### config.mk
export PLATFORM = sky130hd
export DESIGN_NAME = prbs_lock_ctl
export DESIGN_NICKNAME = d
export VERILOG_FILES = /design/src/rtl/prbs_lock_ctl.sv
export SDC_FILE = /design/constraint.sdc
export NUM_CORES = 1
export LEC_CHECK = 0
export CAP_MARGIN = 15
export CORE_AREA = 2 2 41 43
export CTS_CLUSTER_SIZE = 20
export DETAILED_ROUTE_END_ITERATION = 12
export DIE_AREA = 0 0 43 45
export PLACE_DENSITY = 0.7
export SLEW_MARGIN = 20
export SYNTH_ARGS = -nofsm -noshare
export SYNTH_HDL_FRONTEND = slang
export SYNTH_SLANG_ARGS = --single-unit
### constraint.sdc
create_clock -name clk -period 1.69 [get_ports clk]
set_input_delay 0.338 -clock clk [delete_from_list [all_inputs] [get_ports clk]]
set_output_delay 0.338 -clock clk [all_outputs]
set_load 0.05 [all_outputs]
### src/rtl/prbs_lock_ctl.sv
module prbs_lock_ctl #(
   parameter int LOCK_CNT = 16,
   parameter int LOSS_CNT = 64
) (
   input  logic clk,
   input  logic rst_n,
   input  logic valid_i,
   input  logic match_i,
   input  logic sel_ok_i,
   input  logic sel_chg_i,
   input  logic clr_i,
   output logic oos_o,
   output logic err_o
);
   localparam int HW = $clog2(LOCK_CNT + 1);
   localparam int MW = $clog2(LOSS_CNT + 1);
   localparam logic [HW-1:0] HIT_LAST  = HW'(LOCK_CNT - 1);
   localparam logic [MW-1:0] MISS_LAST = MW'(LOSS_CNT - 1);

   logic [HW-1:0] hit_q;
   logic [MW-1:0] miss_q;
   logic          hold;
   logic          err_set;

   assign hold    = sel_chg_i || !sel_ok_i;
   assign err_set = !hold && valid_i && !oos_o && !match_i;

   always_ff @(posedge clk) begin
      if (!rst_n) begin
         oos_o  <= 1'b1;
         hit_q  <= '0;
         miss_q <= '0;
      end else if (hold) begin
         oos_o  <= 1'b1;
         hit_q  <= '0;
         miss_q <= '0;
      end else if (valid_i) begin
         if (oos_o) begin
            miss_q <= '0;
            if (!match_i)              hit_q <= '0;
            else if (hit_q == HIT_LAST) begin
               oos_o <= 1'b0;
               hit_q <= '0;
            end else                   hit_q <= hit_q + 1'b1;
         end else begin
            hit_q <= '0;
            if (match_i)                miss_q <= '0;
            else if (miss_q == MISS_LAST) begin
               oos_o  <= 1'b1;
               miss_q <= '0;
            end else                    miss_q <= miss_q + 1'b1;
         end
      end
   end

   always_ff @(posedge clk) begin
      if (!rst_n)       err_o <= 1'b0;
      else if (err_set) err_o <= 1'b1;
      else if (clr_i)   err_o <= 1'b0;
   end


   bad_sel_oos_chk: assert property (@(posedge clk) disable iff (!rst_n)
      !sel_ok_i |=> oos_o);

   bad_sel_no_err_chk: assert property (@(posedge clk) disable iff (!rst_n)
      (!sel_ok_i && !err_o) |=> !err_o);

   sel_chg_oos_chk: assert property (@(posedge clk) disable iff (!rst_n)
      sel_chg_i |=> oos_o);

   lock_on_match_chk: assert property (@(posedge clk) disable iff (!rst_n)
      (oos_o && !(valid_i && match_i)) |=> oos_o);

   clr_effect_chk: assert property (@(posedge clk) disable iff (!rst_n)
      (clr_i && !(valid_i && !match_i)) |=> !err_o);

   idle_hold_chk: assert property (@(posedge clk) disable iff (!rst_n)
      (!valid_i && sel_ok_i && !sel_chg_i && !clr_i) |=> ($stable(oos_o) && $stable(err_o)));
endmodule

# [Word level (Yosys, flattened, before mapping)]
# Index checks and enable logic that the tools add are counted.
# W data, S select, Z words.
[totals] ff_bits=14 inputBits=7 elab_cells=32
[classes] n_addsub=2 n_eq_ne=2 muxes=13 bitwise_logic=1 reduce_logical=10
[ops] operator="$mux W7" count=3
[ops] operator="$mux W5" count=3
[ops] operator="$add A7 B1 Y7 const B" count=1
[ops] operator="$eq A7 B6 Y1 const B" count=1
[ops] operator="$mux W1" count=7
[ops] operator="$add A5 B1 Y5 const B" count=1
[ops] operator="$eq A5 B4 Y1 const B" count=1
[ops] operator="$logic_not A1 Y1" count=4
[ops] operator="$logic_and A1 B1 Y1" count=3
[ops] operator="$reduce_bool A2 Y1" count=1
[ops] operator="$reduce_or A2 Y1" count=1
[ops] operator="$logic_or A1 B1 Y1" count=1
[ops] operator="$not A1 Y1" count=1

# [Longest topological paths before layout]
# Gate-level depths: netlist of run 1.
[depth] ltp_word=7 ltp_mapped=5 ltp_nobuf=5

# [Least setup slack after synthesis of run 1]
# OpenSTA, ideal clock, no wires.
[synth_timing] kind="reg2reg" start="reg oos_o" end="reg hit_q[0]" arrival_ps=1433 t_required_ps=1620 slack_ps=186 stages_incl_launch_ff=4 n_path_buf=0 period_less_slack_ps=1504 path_cell_list="dfxtp_1 nand2_1 or4_1 a21oi_1"
[synth_via] elab_chain_cells=1
[synth_lines] item="from (decl)" line_no="12" text="output logic oos_o,"
[synth_lines] item="from (signal assigned)" line_no="30" text="oos_o <= 1'b1;"
[synth_lines] item="from (signal assigned)" line_no="34" text="oos_o <= 1'b1;"
[synth_lines] item="from (signal assigned)" line_no="42" text="oos_o <= 1'b0;"
[synth_lines] item="$mux W5" line_no="38" text="if (oos_o) begin"
[synth_lines] item="to (signal assigned)" line_no="44" text="end else hit_q <= hit_q + 1'b1;"
[synth_lines] item="to (decl)" line_no="20" text="logic [HW-1:0] hit_q;"
# No other way between the ends.
# A chain may end at the register's enable or synchronous reset.

# [Worst setup path in the final report of run 1]
[layout_timing] start="reg hit_q[0]" end="reg hit_q[0]"
[layout_via] elab_chain_cells=4 word_cells_on_any_way=5 cone_classes="add/sub: 1; eq/ne: 1; mux: 3"
[layout_lines] item="$add A5 B1 Y5 / $eq A5 B4 Y1 (equally long branches)" line_no="44, 41"
[layout_lines] item="$mux W5 (*)" line_no="41" text="else if (hit_q == HIT_LAST) begin"
[layout_lines] item="$mux W5 (*)" line_no="40" text="if (!match_i) hit_q <= '0;"
[layout_lines] item="$mux W5 (*)" line_no="38"
# Every way passes the cells marked *; elsewhere a longest branch is shown, timed or not.

==> results of run 1 <==
## routing by layer
metal / GRT usage [%] / up-vias / routed length, µm
met4: 7.27 / 0 / 13
met2: 26.7 / 20 / 604
met5: 0 / - / 0
li1: - / 327 / -
met1: 18.6 / 282 / 651
met3: 4.00 / 2 / 94
## state kept, by name (all words and copies together) (netlist names)
register / flops
err_o: 1
hit_q: 5
miss_q: 7
oos_o: 1
## path summary, 6_finish.rpt
path                                from  endpoint  slack (ns)
worst min-delay path            hit_q[4]  hit_q[4]        0.44
worst max register to register  hit_q[0]  hit_q[0]        0.30
worst max-delay path            hit_q[0]  hit_q[0]        0.30
worst min register to register  hit_q[4]  hit_q[4]        0.44
## cell type report
cell class	instances	area (µm²)	share of cell area, %
multi-input combinational	62	359	44.4
sequential	14	280	34.7
timing repair buffer	11	97.6	12.1
clock buffer	4	36.3	4.49
tap	16	20.0	2.48
inverter	4	15.0	1.86
## power by group through the flow
stage	sequential (µW)	combinational (µW)	clock [µW]
2_1_floorplan	338	16.2	0
3_3_place_gp	338	38.9	0
3_5_place_dp	338	38.8	0
4_1_cts	331	38.9	250
5_1_grt	331	42.2	265
6_report	331	38.9	247
## through the flow
stage	total power (µW)	hold slack (ns)	util (%)	setup WS (ns)
floorplan	354	0.406	-	0.186
global placement	377	0.417	52.5	0.0610
detailed placement	377	0.424	52.5	0.0632
CTS	619	0.437	54.9	0.302
global route	638	0.468	54.9	0.190
finish	617	0.438	54.9	0.297
## logic make-up (layout without fill, tap and decap cells)
family          after synthesis  count (layout)
flops                        14              14
fa+ha+maj                     2               2
simple gates                 37              37
xor+xnor                      2               2
compound gates               21              21
buf+inv                       6              19
## synthesized netlist by cell type (2+ instances only)
| master | n |
|---|---|
| o21bai_1 | 2 |
| a21oi_1 | 7 |
| dfxtp_1 | 14 |
| nand3b_1 | 3 |
| o21ai_0 | 6 |
| inv_1 | 3 |
| nand4_1 | 3 |
| ha_1 | 2 |
| nand3_1 | 4 |
| nand2_1 | 11 |
| nor3_1 | 2 |
| nor2_1 | 8 |
## worst max-delay path: stages (launching register included)
cell     delay (ns)
dfxtp_1        0.35
ha_1           0.25
and4b_1        0.22
or4_1          0.39
a21oi_1        0.12
==> flow_summary.toml, run 1 <==
[detailed_routing]
drt_iter0_drc = 14
wl_um = 1360
drc = 0
vias = 631
routedWlPerCell_um = 12.3
vias_per_cell = 5.68
first_pass_iters = 4
antenna_left = 0

[placement]
port_buffers = 8
placed_cell_area_um2 = 772
hpwlAfterDp_um = 984
dp.cells = 107
routabilityCongestion = 0.837

[power_and_ir_drop]
powerDensity_nw_per_um2 = 763
leakagePower_uw = 0.000273
p_int_uw = 482
p_clk_share_pct = 40.1
irDropWorstVdd_mv = 0.617
p_comb_share_pct = 6.3
power.switching_uw = 135
netSwitchingFraction_pct = 21.9
pwr-share-seq_pct = 53.6

[clock_network]
numCtsBuffers = 3
hold_buffers = 0
cts_tree = "built"
cts_resized = 0
clockBufferDepth = 2
cts_setup_buffers = 0
clkSlewWorstSetupHoldPaths_ns = 0.08
cts-root-buf = "clkbuf_4"
htreeDepth = 1
clock-sinks = 14
clock_latency_ns = 0.28

[layout]
final_common_cell = "dfxtp_1"
finalNonFillerCells = 111
n_antenna_cell = 0
nets = 105
drive_above_1_share_pct = 11.6
final_area_um2 = 808
area_delta_synth_final_pct = 21.9
final_cell_mix = "dfxtp_1, nand2_1, nor2_1"
fillers = 144

[die]
dieArea_um2 = 1940
die_x_um = 43
dieHeight_um = 45
pin_count = 9
core_area_um2 = 1470
start_util_pct = 45.1
row_count = 14

[synth]
synth_edf_count = 0
synth_top_family_by_area = "simple AND/OR/NAND/NOR gates"
syn_nets = 91
async_flop_share_pct = 0
synth_area_per_cell_um2 = 8.09
synth_cells = 82
yosysWarnings = 0
yosysSeqAreaShare_pct = 42.3
ys_seq_elements = 14
synth_area_leaders = "dfxtp_1, nand2_1, a21oi_1"
synth-main-ff-cell = "dfxtp_1"
netlist_area_um2 = 663
synth_compound_area_share_pct = 19.6
synth_xor_area_share_pct = 2.64
synthSimpleGateAreaFrac_pct = 28.1
yosysTopAreaCell = "dfxtp_1"
synthDominantCellAreaShare_pct = 42.3
synth_fa_ha_area_share_pct = 3.77
synth_mux_area_share_pct = 0
yosys.cell_types.count = 29

[global_routing]
antenna_found_initial = 0
grt_max_degree = 13
grt_pass1_vias = 569
grt_usage_pct = 15.6
grt_pass1_wl_um = 2270
grt.overflow.total = 0

[sta]
worstMarginPinSlew_ns = 0.238
finalMaxSlewViolations = 0
setup_tns_ns = 0
hold_violations = 0
final.period_utilization_pct = 82.5
finalClockSkew_ns = 0.00955
setup_viol = 0
max_freq_mhz = 718
min_period_ns = 1.39
maxSlewHeadroom_pct = 84.2
grt_setup_unrepaired = "false"

[setup_path]
crit_arrival_ns = 1.61
cp-start-kind = "flip-flop"
end_kind = "flip-flop"
critical_path_required_ns = 1.91
critPathKind = "flip-flop to flip-flop"
crit_fanout = 4
ff2ff_path_depth = 4

[run_status]
outcome = "completed"

[worst_hold_path]
min_path_type = "flip-flop to flip-flop"
min_delay_path_depth = 2

[job]
drv_cap = 0
Note: power is estimated with default switching activity, not from simulation.
==> run 2, diff against run 1 <==
--- a/config.mk
+++ b/config.mk
@@ -10,7 +10,7 @@
 export CTS_CLUSTER_SIZE = 20
 export DETAILED_ROUTE_END_ITERATION = 12
 export DIE_AREA = 0 0 43 45
-export PLACE_DENSITY = 0.7
+export PLACE_DENSITY = 0.73
 export SLEW_MARGIN = 20
 export SYNTH_ARGS = -nofsm -noshare
 export SYNTH_HDL_FRONTEND = slang
==> constraint.sdc (replaced) <==
create_clock -name clk -period 1.15 [get_ports clk]
set_input_delay 0.23 -clock clk [delete_from_list [all_inputs] [get_ports clk]]
set_output_delay 0.23 -clock clk [all_outputs]
set_load 0.05 [all_outputs]
==> run 2 against run 1 <==
  * The run now ends with setup timing left
  * Clock power is 51% higher
  * Non-clock buffer count is 21 higher
  * Die area unchanged
  * Routed wire length rose by 40%
  * First-iteration DRC count rose to 3.2 times the previous value
  * Flip-flop and latch count is the same
  * Critical path type unchanged
  * Critical endpoint unchanged
  * Largest cell class unchanged
==> flow_summary.toml, run 2 (synthesis gave the netlist of run 1 again) <==
[global_routing]
grt.overflow.total = 0
grt_pass1_wl_um = 2990
grt_max_degree = 11
grt_pass1_vias = 686
grt_usage_pct = 21.7
antenna_found_initial = 0

[clock_network]
numCtsBuffers = 3
cts_tree = "built"
clkSlewWorstSetupHoldPaths_ns = 0.09
cts-root-buf = "clkbuf_4"
htreeDepth = 1
clock_latency_ns = 0.29
clockBufferDepth = 2
clock-sinks = 14

[placement]
port_buffers = 8
routabilityCongestion = 0.831
hpwlAfterDp_um = 1230
placed_cell_area_um2 = 963

[sta]
grt_setup_unrepaired = "true"
finalMaxSlewViolations = 0
setup_viol = 10
final.period_utilization_pct = 112
finalClockSkew_ns = 0.00345
hold_violations = 0
maxSlewHeadroom_pct = 82.7
max_freq_mhz = 774
worstMarginPinSlew_ns = 0.258
setup_ws_ns = -0.142
setup_tns_ns = -0.420
min_period_ns = 1.29

[job]
drv_cap = 0

[detailed_routing]
antenna_left = 0
vias_per_cell = 5.63
first_pass_iters = 5
vias = 743
wl_um = 1910
drc = 0
drt_iter0_drc = 45
routedWlPerCell_um = 14.5

[setup_path]
crit_arrival_ns = 1.52
critPathKind = "flip-flop to flip-flop"
crit_fanout = 3
cp-start-kind = "flip-flop"
critical_path_required_ns = 1.38
end_kind = "flip-flop"

[layout]
area_delta_synth_final_pct = 65.5
final_area_um2 = 1100
largest_registers = "miss_q (7), hit_q (5)"
largest-register = "miss_q"
fillers = 101
largest_register_ffs = 7
drive_above_1_share_pct = 42.2
n_antenna_cell = 0
final_cell_mix = "buf_4, nand2_1, dfxtp_1"
fin_util_pct = 74.6
final_common_cell = "buf_4"
nets = 126

[power_and_ir_drop]
irDropWorstVdd_mv = 0.702
leakagePower_uw = 0.000410
powerDensity_nw_per_um2 = 862

[die]
start_util_pct = 45.1
row_count = 14
dieArea_um2 = 1940
die_x_um = 43
dieHeight_um = 45
pin_count = 9
core_area_um2 = 1470

[worst_hold_path]
min_path_type = "input port to flip-flop"

[run_status]
violations = "setup timing"
outcome = "finished, violations left"
==> run 2: changes by cell type in the layout (fill, tap and decap cells not counted), sizes merged <==
cell	before	now
clkdlybuf4s50	6	3
dlymetal6s2s	0	1
dlygate4sd2	0	2
buf	5	26
==> run 2: power by group <==
| group | internal, µW | switching [µW] | leakage (µW) |
|---|---|---|---|
| clock | 193 | 179 | 0.0000210 |
| combinational | 51.9 | 38.5 | 0.000274 |
| sequential | 483 | 0.804 | 0.000115 |
==> run 2: layout make-up <==
type	instances	area, µm²	area share (%)
Clock buffer	4	36.3	3.31
Inverter	4	15.0	1.37
Multi-Input combinational cell	62	439	40.0
Sequential cell	14	290	26.5
Tap cell	16	20.0	1.82
Timing Repair Buffer	32	297	27.0
==> run 2: worst paths after layout <==
| check | to | slack, ns | start | depth (start not counted) |
|---|---|---|---|---|
| worst max register to register | hit_q[0] | -0.14 | hit_q[0] | 4 |
| worst min register to register | hit_q[4] | 0.47 | hit_q[4] | 2 |
| worst min-delay path | err_o | 0.21 | rst_n | 3 |
| worst max-delay path | hit_q[0] | -0.14 | hit_q[0] | 4 |
==> run 2: critical path: stages (launching register included) <==
cell     delay, ns
dfxtp_2       0.35
ha_4          0.16
and4b_1       0.20
or4_1         0.39
a21oi_1       0.13
==> run 2: what timing repair did <==
action                                  in CTS  in global routing
pin swaps                                    5                  5
endpoints found under the setup margin       9                 10
hold buffers                                 0                  0
hold endpoints to repair                     0                  0
buffers inserted                             4                  1
resized for setup                           10                  9
==> run 2: stage by stage <==
| stage | setup slack [ns] | power, µW | hold WS, ns | instances |
|---|---|---|---|---|
| finish | -0.142 | 946 | 0.209 | 132 |
| global route | -0.163 | 974 | 0.240 | 132 |
| CTS | -0.134 | 939 | 0.331 | 131 |
| detailed placement | -0.366 | 572 | 0.432 | 123 |
| global placement | -0.345 | 572 | 0.417 | 123 |
| floorplan | -0.0910 | 519 | 0.330 | 82 |
==> run 2: per-layer routing <==
metal | track usage (%) | up-vias | routed length, µm | part of all wire, %
li1 | - | 362 | - | -
met1 | 26.3 | 339 | 854 | 45
met2 | 36.4 | 35 | 872 | 46
met3 | 5.20 | 7 | 138 | 7.2
met4 | 10.9 | 0 | 47 | 2.5
met5 | 0 | - | 0 | 0
==> run 3, diff against run 2 <==
--- a/config.mk
+++ b/config.mk
@@ -7,6 +7,7 @@
 export LEC_CHECK = 0
 export CAP_MARGIN = 15
 export CORE_AREA = 2 2 41 43
+export CTS_BUF_LIST = sky130_fd_sc_hd__clkbuf_4 sky130_fd_sc_hd__clkbuf_8 sky130_fd_sc_hd__clkbuf_16
 export CTS_CLUSTER_SIZE = 20
 export DETAILED_ROUTE_END_ITERATION = 12
 export DIE_AREA = 0 0 43 45
@@ -15,3 +16,4 @@
 export SYNTH_ARGS = -nofsm -noshare
 export SYNTH_HDL_FRONTEND = slang
 export SYNTH_SLANG_ARGS = --single-unit
+export TNS_END_PERCENT = 10
==> run 3 against run 2 <==
  * Flip-flop and latch count did not move
  * Maximum frequency down 1.9%
  * Combinational power fell by 21%
  * Critical endpoint unchanged
  * The run still ends with setup timing left
  * Worst setup slack got worse by 0.025 ns
==> flow_summary.toml, run 3 (synthesis gave the netlist of run 1 again) <==
[detailed_routing]
vias_per_cell = 5.65
antenna_left = 0
drt_iter0_drc = 15
first_pass_iters = 4
routedWlPerCell_um = 13.0
vias = 718
wl_um = 1650
drc = 0

[setup_path]
critPathKind = "flip-flop to flip-flop"
critical_path_required_ns = 1.37
ff2ff_path_depth = 4
cp-start-kind = "flip-flop"
crit_arrival_ns = 1.53
crit_fanout = 3
end_kind = "flip-flop"

[run_status]
violations = "setup timing"
outcome = "finished, violations left"

[layout]
largest_register_ffs = 7
final_common_cell = "buf_4"
fin_util_pct = 67.5
final_cell_mix = "buf_4, nand2_1, dfxtp_1"
area_delta_synth_final_pct = 49.8
drive_above_1_share_pct = 31.5
final_area_um2 = 993
largest-register = "miss_q"
n_antenna_cell = 0
fillers = 124
nets = 121
largest_registers = "miss_q (7), hit_q (5)"

[sta]
timing.hold.ws_ns = 0.350
worstMarginPinSlew_ns = 0.224
maxSlewHeadroom_pct = 84.9
setup_viol = 9
grt_setup_unrepaired = "true"
hold_violations = 0
min_period_ns = 1.32
setup_ws_ns = -0.167
final.period_utilization_pct = 115
finalMaxSlewViolations = 0
max_freq_mhz = 759
finalClockSkew_ns = 0.00275

[worst_hold_path]
min_path_type = "input port to flip-flop"
min_delay_path_depth = 2

[job]
drv_cap = 0

[power_and_ir_drop]
powerDensity_nw_per_um2 = 884
irDropWorstVdd_mv = 0.510
leakagePower_uw = 0.000375

[clock_network]
htreeDepth = 1
hold_buffers = 0
cts-root-buf = "clkbuf_4"
clkSlewWorstSetupHoldPaths_ns = 0.09
clock-sinks = 14
cts_tree = "built"
numCtsBuffers = 3
clockBufferDepth = 2
clock_latency_ns = 0.28

[die]
start_util_pct = 45.1
row_count = 14
dieArea_um2 = 1940
pin_count = 9
dieHeight_um = 45
core_area_um2 = 1470
die_x_um = 43

[placement]
place_ws_ns = -0.360
port_buffers = 8
hpwlAfterDp_um = 1180
placed_cell_area_um2 = 923
routabilityCongestion = 0.848

[global_routing]
grt_usage_pct = 19.2
grt_max_degree = 11
grt.overflow.total = 0
grt_pass1_wl_um = 2680
grt_pass1_vias = 676
antenna_found_initial = 0
## run 3: cell count changes in the layout (fill, tap and decap cells not counted), moves of 2 or more
cell     before  now
buf_4        22   17
dfxtp_2       5    2
a21oi_2       2    0
dfxtp_1       8   11
o21ai_1       4    1
o21ai_0       2    5
a21oi_1       5    7
## run 3: layout make-up
class                      count  area [µm²]  share of cell area (%)
multi-input combinational     62         390                    39.3
sequential                    14         287                    28.8
timing repair buffer          27         251                    25.3
clock buffer                   4        30.0                    3.02
tap                           16        20.0                    2.02
inverter                       4        15.0                    1.51
## run 3: path summary, 6_finish.rpt
check | slack [ns] | from | endpoint
setup / recovery | -0.17 | hit_q[0] | hit_q[0]
hold / removal | 0.35 | match_i | oos_o
hold reg to reg | 0.45 | hit_q[4] | hit_q[4]
setup reg to reg | -0.17 | hit_q[0] | hit_q[0]
## run 3: power breakdown
| part | switching (µW) | internal (µW) |
|---|---|---|
| Combinational | 32.2 | 39.6 |
| Clock | 165 | 158 |
| Sequential | 0.409 | 482 |
| Total | 197 | 680 |
## run 3: per-layer routing
layer / track usage [%] / share of wire [%]
met2: 31.2 / 46
met5: 0 / 0
met3: 5.20 / 5.6
met1: 21.8 / 46
met4: 13.9 / 2.0
## run 3: timing repair
action	CTS	global route
gates resized for setup	3	9
setup endpoints to repair	9	12
endpoints found under the hold margin	0	0
setup buffers	0	0
pin swaps	1	5
## run 3: stage by stage
step	total power, µW	setup TNS, ns	instances
after floorplan	518	-0.423	82
after global placement	563	-3.52	123
after detailed placement	563	-3.71	123
after CTS	889	-0.675	127
after global routing	915	-1.38	127
final	878	-0.646	127
## run 3: worst max-delay path: stages (launching register included)
cell and delay (ns):
dfxtp_1 0.33, ha_2 0.19, and4b_1 0.21, or4_1 0.40, a21oi_1 0.13
